--- config.mk ---
export PLATFORM = sky130hd
export DESIGN_NAME = dma_chan_ctrl_bank
export DESIGN_NICKNAME = d
export VERILOG_FILES = /design/src/rtl/dcb_pkg.sv /design/src/rtl/dcb_decode.sv /design/src/rtl/dcb_setclr_bits.sv /design/src/rtl/dcb_err_flag.sv /design/src/rtl/dma_chan_ctrl_bank.sv
export SDC_FILE = /design/constraint.sdc
export NUM_CORES = 1
export LEC_CHECK = 0
export BUFFER_PORTS_ARGS = -buffer_cell sky130_fd_sc_hd__buf_4
export CAP_MARGIN = 10
export CORE_ASPECT_RATIO = 1.25
export CORE_MARGIN = 4
export CORE_UTILIZATION = 39
export DETAILED_ROUTE_END_ITERATION = 10
export GPL_ROUTABILITY_DRIVEN = 0
export PLACE_DENSITY = 0.87
export SLEW_MARGIN = 10
export SYNTH_ARGS = -nofsm -noshare
export SYNTH_HDL_FRONTEND = slang
export SYNTH_HIERARCHICAL = 1
export SYNTH_SLANG_ARGS = --single-unit
--- constraint.sdc ---
create_clock -name clk -period 1.1 [get_ports clk]
set_input_delay 0.22 -clock clk [delete_from_list [all_inputs] [get_ports clk]]
set_output_delay 0.22 -clock clk [all_outputs]
set_load 0.05 [all_outputs]
--- src/rtl/dcb_pkg.sv ---
package dcb_pkg;
    localparam int unsigned DATA_W  = 32;
    localparam int unsigned ADDR_W  = 5;
    localparam int unsigned WORD_LSB = 2;
    localparam int unsigned IDX_W   = ADDR_W - WORD_LSB;

    typedef enum logic [IDX_W-1:0] {
        W_ALT_SET = 3'd0,
        W_ALT_CLR = 3'd1,
        W_PRI_SET = 3'd2,
        W_PRI_CLR = 3'd3,
        W_ERR     = 3'd4,
        W_NONE5   = 3'd5,
        W_NONE6   = 3'd6,
        W_NONE7   = 3'd7
    } word_e;

    typedef struct packed {
        logic alt_set;
        logic alt_clr;
        logic pri_set;
        logic pri_clr;
        logic err_clr;
    } wr_strobe_t;
endpackage

--- src/rtl/dcb_decode.sv ---
module dcb_decode
    import dcb_pkg::*;
(
    input  logic [ADDR_W-1:0] addr,
    input  logic              we,
    input  logic              wbit0,
    output word_e             word,
    output wr_strobe_t        strobe
);
    always_comb begin
        word   = word_e'(addr[ADDR_W-1:WORD_LSB]);
        strobe = '0;
        if (we) begin
            unique case (word)
                W_ALT_SET: strobe.alt_set = 1'b1;
                W_ALT_CLR: strobe.alt_clr = 1'b1;
                W_PRI_SET: strobe.pri_set = 1'b1;
                W_PRI_CLR: strobe.pri_clr = 1'b1;
                W_ERR:     strobe.err_clr = wbit0;
                default:   strobe = '0;
            endcase
        end
    end

    always_comb begin
        a_r11_one_strobe: assert ($onehot0(strobe));
    end
endmodule

--- src/rtl/dcb_setclr_bits.sv ---
module dcb_setclr_bits #(
    parameter int unsigned WIDTH = 8
) (
    input  logic             clk,
    input  logic             rst,
    input  logic             set_we,
    input  logic             clr_we,
    input  logic [WIDTH-1:0] mask,
    output logic [WIDTH-1:0] q
);
    always_ff @(posedge clk) begin
        if (rst)
            q <= '0;
        else if (set_we)
            q <= q | mask;
        else if (clr_we)
            q <= q & ~mask;
    end

    // masked channels become 1 after a set write
    a_r2_set_applies: assert property (@(posedge clk) disable iff (rst)
        set_we |=> ((q & $past(mask)) == $past(mask)));
    // masked channels become 0 after a clear write
    a_r3_clear_applies: assert property (@(posedge clk) disable iff (rst)
        (clr_we && !set_we) |=> ((q & $past(mask)) == '0));
    // channels with a zero mask bit keep their value
    a_r3_zeros_hold: assert property (@(posedge clk) disable iff (rst)
        (set_we || clr_we) |=> ((q & ~$past(mask)) == ($past(q) & ~$past(mask))));
    a_r11_idle_hold: assert property (@(posedge clk) disable iff (rst)
        (!set_we && !clr_we) |=> $stable(q));
endmodule

--- src/rtl/dcb_err_flag.sv ---
module dcb_err_flag (
    input  logic clk,
    input  logic rst,
    input  logic hw_err,
    input  logic sw_clr,
    output logic flag
);
    always_ff @(posedge clk) begin
        if (rst)
            flag <= 1'b0;
        else if (hw_err)
            flag <= 1'b1;
        else if (sw_clr)
            flag <= 1'b0;
    end

    a_r8_pulse_sets: assert property (@(posedge clk) disable iff (rst)
        hw_err |=> flag);
    a_r8_sticky: assert property (@(posedge clk) disable iff (rst)
        (flag && !sw_clr) |=> flag);
    a_r9_clear_drops: assert property (@(posedge clk) disable iff (rst)
        (sw_clr && !hw_err) |=> !flag);
    a_r10_race_keeps: assert property (@(posedge clk) disable iff (rst)
        (sw_clr && hw_err) |=> flag);
endmodule

--- src/rtl/dma_chan_ctrl_bank.sv ---
module dma_chan_ctrl_bank
    import dcb_pkg::*;
#(
    parameter int unsigned NUM_CH = 8
) (
    input  logic              clk,
    input  logic              rst,
    input  logic [4:0]        bus_addr,
    input  logic              bus_we,
    input  logic [31:0]       bus_wdata,
    output logic [31:0]       bus_rdata,
    input  logic              err_pulse,
    output logic [NUM_CH-1:0] alt_sel,
    output logic [NUM_CH-1:0] hi_prio,
    output logic              err_irq
);
    localparam int unsigned CH_MSB = NUM_CH - 1;

    word_e      word;
    wr_strobe_t strobe;
    logic [NUM_CH-1:0] ch_mask;

    assign ch_mask = bus_wdata[CH_MSB:0];

    dcb_decode u_decode (
        .addr   (bus_addr),
        .we     (bus_we),
        .wbit0  (bus_wdata[0]),
        .word   (word),
        .strobe (strobe)
    );

    dcb_setclr_bits #(.WIDTH(NUM_CH)) u_alt (
        .clk    (clk),
        .rst    (rst),
        .set_we (strobe.alt_set),
        .clr_we (strobe.alt_clr),
        .mask   (ch_mask),
        .q      (alt_sel)
    );

    dcb_setclr_bits #(.WIDTH(NUM_CH)) u_pri (
        .clk    (clk),
        .rst    (rst),
        .set_we (strobe.pri_set),
        .clr_we (strobe.pri_clr),
        .mask   (ch_mask),
        .q      (hi_prio)
    );

    dcb_err_flag u_err (
        .clk    (clk),
        .rst    (rst),
        .hw_err (err_pulse),
        .sw_clr (strobe.err_clr),
        .flag   (err_irq)
    );

    always_comb begin
        bus_rdata = '0;
        unique case (word)
            W_ALT_SET: bus_rdata[CH_MSB:0] = alt_sel;
            W_PRI_SET: bus_rdata[CH_MSB:0] = hi_prio;
            W_ERR:     bus_rdata[0]        = err_irq;
            default:   bus_rdata = '0;
        endcase
    end

    a_r1_reset_clears: assert property (@(posedge clk)
        rst |=> (alt_sel == '0 && hi_prio == '0 && !err_irq));
    a_r6_clr_reads_zero: assert property (@(posedge clk) disable iff (rst)
        (word == W_ALT_CLR || word == W_PRI_CLR) |-> bus_rdata == '0);
    a_r8_err_reserved_zero: assert property (@(posedge clk) disable iff (rst)
        (word == W_ERR) |-> bus_rdata[31:1] == '0);
    a_r11_quiet_stable: assert property (@(posedge clk) disable iff (rst)
        (!bus_we && !err_pulse) |=> ($stable(alt_sel) && $stable(hi_prio) && $stable(err_irq)));
endmodule

=== Yosys cells after proc, flatten, opt, wreduce, memory -nomap -nowiden ===
Index checks and enable logic that the tools add are counted.

* Input port bits: 41
* Flip-flop bits (word level): 17

* Equal/unequal tests: 4
* Reductions and logical operators: 4
* Bitwise logic cells: 5
* Mux-type cells: 14

{| class="wikitable"
|+ Operators by type and width
! kind !! count
|-
| 8-bit 2-to-1 mux || 4
|-
| 8-bit bitwise AND || 2
|-
| 8-bit bitwise OR || 2
|-
| 7-bit case mux with 2 select lines || 1
|-
| 8-bit NOT || 1
|-
| 1-bit 2-to-1 mux || 7
|-
| 3-bit by 2-bit equality test with 1-bit output (second input constant) || 2
|-
| 2-bit nonzero test || 3
|-
| 5-bit 2-to-1 mux || 1
|-
| 3-bit by 1-bit equality test with 1-bit output (second input constant) || 1
|-
| 3-bit equality test (second input constant) || 1
|-
| 3-bit zero test || 1
|-
| 1-bit case mux with 3 select lines || 1
|}

=== Longest topological paths before layout ===
* Word-level depth: 5
* Gate-level depth with buffers: 4

=== By module ===
The synthesis kept the hierarchy.

{| class="wikitable"
|+ By module, submodules not included
! module !! area each (um2) !! instances !! cells an instance
|-
| dcb_setclr_bits || 354.1 || 2 || 35
|-
| dma_chan_ctrl_bank || 326.6 || 1 || 46
|-
| dcb_decode || 83.8 || 1 || 9
|-
| dcb_err_flag || 38.8 || 1 || 4
|}

=== Worst setup path before layout ===
No wires, ideal clock.

* Path kind: register to output
* Start point: register with a tool-made name
* End point: output bus_rdata[0]
* Cell stages (with the launch flop): 4
* Path slack: -1.199 ns
* Arrival: 2.079 ns
* Cells stage by stage: dfxtp_1 nor2b_1 a211oi_1 a211oi_1

{| class="wikitable"
|+ RTL lines
! what !! line !! source
|-
| end: declaration || dma_chan_ctrl_bank.sv:11 || <nowiki>output logic [31:0] bus_rdata,</nowiki>
|}

==> impl_metrics.py <==
metrics = {
    "worst_setup_path": {
        "crit_arrival_ns": 1.19,
        "critical_path_required_ns": 0.88,
        "slowest_stage": "dfxtp_4",
        "crit_family": "flip-flops",
        "crit_buf_inv": 1,
        "crit_fanout": 2,
        "cp-start-kind": "register",
        "rr_worst_depth": 5,
        "critPathKind": "register to output port",
        "r2r_slack_ns": 0.06,
        "slowest_delay_ns": 0.36,
        "worstPathCellList": "nor2b_4 -> a211oi_2 -> a211oi_4 -> buf_6",
        "end_kind": "output port",
    },
    "global_route": {
        "grt_pass1_wl_mm": 5.361,
        "antenna_found_initial": 0,
        "grt_pass1_vias": 1117,
        "grtUsageTotal_pct": 17.76,
        "overflow": 0,
        "grt_max_degree": 18,
    },
    "drt": {
        "dr.first_iter.drc_count": 28,
        "ant_nets": 0,
        "vias": 1050,
        "met2_length_mm": 1.841,
        "drc": 0,
        "wl_met3_um": 302,
        "wl_mm": 3.413,
        "wl_per_cell_um": 15.73,
        "routed.top_layer": "met4",
        "met1_length_mm": 1.232,
        "vias_per_cell": 4.839,
        "firstDrtPassIters": 4,
    },
    "run_status": {
        "violations": "negative setup slack",
        "status": "complete, but fails checks",
    },
    "run": {
        "max-cap-violations": 0,
    },
    "clock_network": {
        "cts_max_level": 1,
        "cts_sinks": 17,
        "cts_root_buf": "clkbuf_4",
        "cts_buffers": 3,
        "clk_pin_slew_ns": 0.11,
        "tritoncts": "yes",
        "clock_path_buffers": 2,
        "clk-insertion-delay-late_ns": 0.29,
        "hold_buffers": 0,
    },
    "place": {
        "dp_slack_ns": -0.1822,
        "numPortBuffers": 39,
        "placed_cell_area_um2": 1498,
        "dp_hpwl_mm": 2.144,
        "dp.cells": 198,
    },
    "min_path": {
        "min_from": "err_pulse",
        "hold_class": "input port to register",
        "holdPathEnd": "u_err/flag",
        "hold_path_depth": 3,
    },
    "logic_synthesis": {
        "synth_xor_area_share_pct": 0,
        "ys_ff_latch": 17,
        "ys_seq_area_share_pct": 29.41,
        "synth_mux_area_share_pct": 6.054,
        "synth_warnings": 6,
        "synthSimpleGateAreaFrac_pct": 14.92,
        "syn_avg_cell_area_um2": 8.972,
        "synth_compound_area_share_pct": 26.70,
        "synth_top_family_by_area": "compound AO/OA/AOI/OAI gates",
        "synthCells": 129,
        "ys_types": 21,
        "synth-adder-area-share_pct": 0,
        "syn_area_um2": 1157,
    },
    "sta": {
        "max_freq_mhz": 707.5,
        "holdWs_ns": 0.1635,
        "rsz0062_at_grt": "true",
        "timing.final.crit_share_pct": 128.5,
        "final_hold_viol_count": 0,
        "setup_violations": 22,
        "min_period_ns": 1.413,
        "skew_ns": 0,
        "setup_ws_ns": -0.3134,
        "drv_slew": 0,
    },
    "die": {
        "die_x_um": 56.73,
        "dieArea_um2": 3909,
        "coreArea_um2": 2759,
        "io_pins": 90,
        "start_util_pct": 41.95,
        "fp.dieH_um": 68.91,
        "floorplan.rows": 21,
    },
    "cells_and_area": {
        "fin_area_um2": 1939,
        "final_cell_mix": "conb_1, buf_6, buf_4",
        "layout-drive-gt1-share_pct": 64.48,
        "nets": 225,
        "antennaDiodeCount": 0,
        "area_growth_pct": 67.57,
        "fill_cells": 186,
        "final_cells": 217,
    },
    "power": {
        "p_per_area_nw_per_um2": 784.2,
        "leakagePower_uw": 0.0007803,
        "ir_drop_mv": 0.7891,
    },
}
[metrics by stage]
step	utilization (%)	power, uW	TNS, ns
floorplan	-	1090	-1.075
global placement	54.29	1121	-2.764
global route	70.29	1587	-2.661
CTS	63.85	1500	-1.744
detailed placement	54.29	1131	-3.382
finish	70.29	1521	-1.700
[synthesized netlist by cell type]
| library cell | instances | area, um^2 |
|---|---|---|
| buf_4 | 28 | 210.2 |
| dfxtp_1 | 17 | 340.3 |
| nand3_1 | 1 | 5.000 |
| clkbuf_2 | 5 | 25.02 |
| nor4b_2 | 1 | 15.01 |
| nor3_1 | 1 | 5.000 |
| a21oi_1 | 4 | 20.02 |
| conb_1 | 1 | 3.750 |
| a211oi_1 | 2 | 15.01 |
| and4bb_2 | 2 | 25.02 |
| inv_1 | 1 | 3.750 |
| a21oi_2 | 13 | 113.9 |
| nand2b_1 | 2 | 12.51 |
| nand2_1 | 16 | 60.06 |
| nor2_1 | 7 | 26.28 |
| or2_1 | 1 | 6.260 |
| buf_6 | 2 | 22.52 |
| mux2i_1 | 7 | 70.07 |
| nor2b_1 | 1 | 6.260 |
| and4b_2 | 1 | 11.26 |
| a21bo_1 | 16 | 160.2 |
[cell families (layout without fill, tap and decap cells)]
kind of cell           after synthesis  in the layout
buffers and inverters               36             67
AOI/OAI and AO/OA                   35             35
and+or+nand+nor                     33             33
DFF                                 17             17
muxes                                7              7
other                                1             24
[final cells by class]
class | instances | area, um^2 | area share [%]
timing repair buffer | 62 | 688.2 | 35.48
multi-input combinational | 99 | 800.8 | 41.29
sequential | 17 | 376.6 | 19.42
tap | 34 | 42.54 | 2.194
clock inverter | 1 | 5.005 | 0.2581
inverter | 1 | 3.754 | 0.1935
clock buffer | 3 | 22.52 | 1.161
[worst min-delay path, cell delays in order]
cell	delay [ns]
buf_4	0.11
inv_1	0.06
a21oi_2	0.04
[power breakdown]
| group | leakage, uW | switching, uW | internal [uW] | total [uW] |
|---|---|---|---|---|
| clock network | 0.0000177 | 196 | 135 | 331 |
| registers | 0.000148 | 17.6 | 622 | 640 |
| logic | 0.000615 | 380 | 170 | 550 |
[metal layers]
layer | track usage (%) | vias up
met4 | 7.418 | 0
met2 | 31.79 | 56
li1 | - | 492
met3 | 6.145 | 8
met1 | 19.19 | 494
met5 | 0 | -
[worst max path at each step]
stage	startpoint	to	cells after the start
after floorplan	register	bus_rdata[0]	3
after CTS	register	bus_rdata[0]	4
after detailed placement	bus_addr[4]	bus_rdata[1]	5
final	register	bus_rdata[0]	4
after global placement	bus_addr[4]	bus_rdata[3]	5
after global routing	register	bus_rdata[0]	4
[what timing repair did]
action                     CTS  global route
setup endpoints to repair   10            25
buffers inserted            12             7
pin swaps                    8             0
gates cloned                 0             0
gates resized for setup     42            36
(Power assumes the default switching activity.)
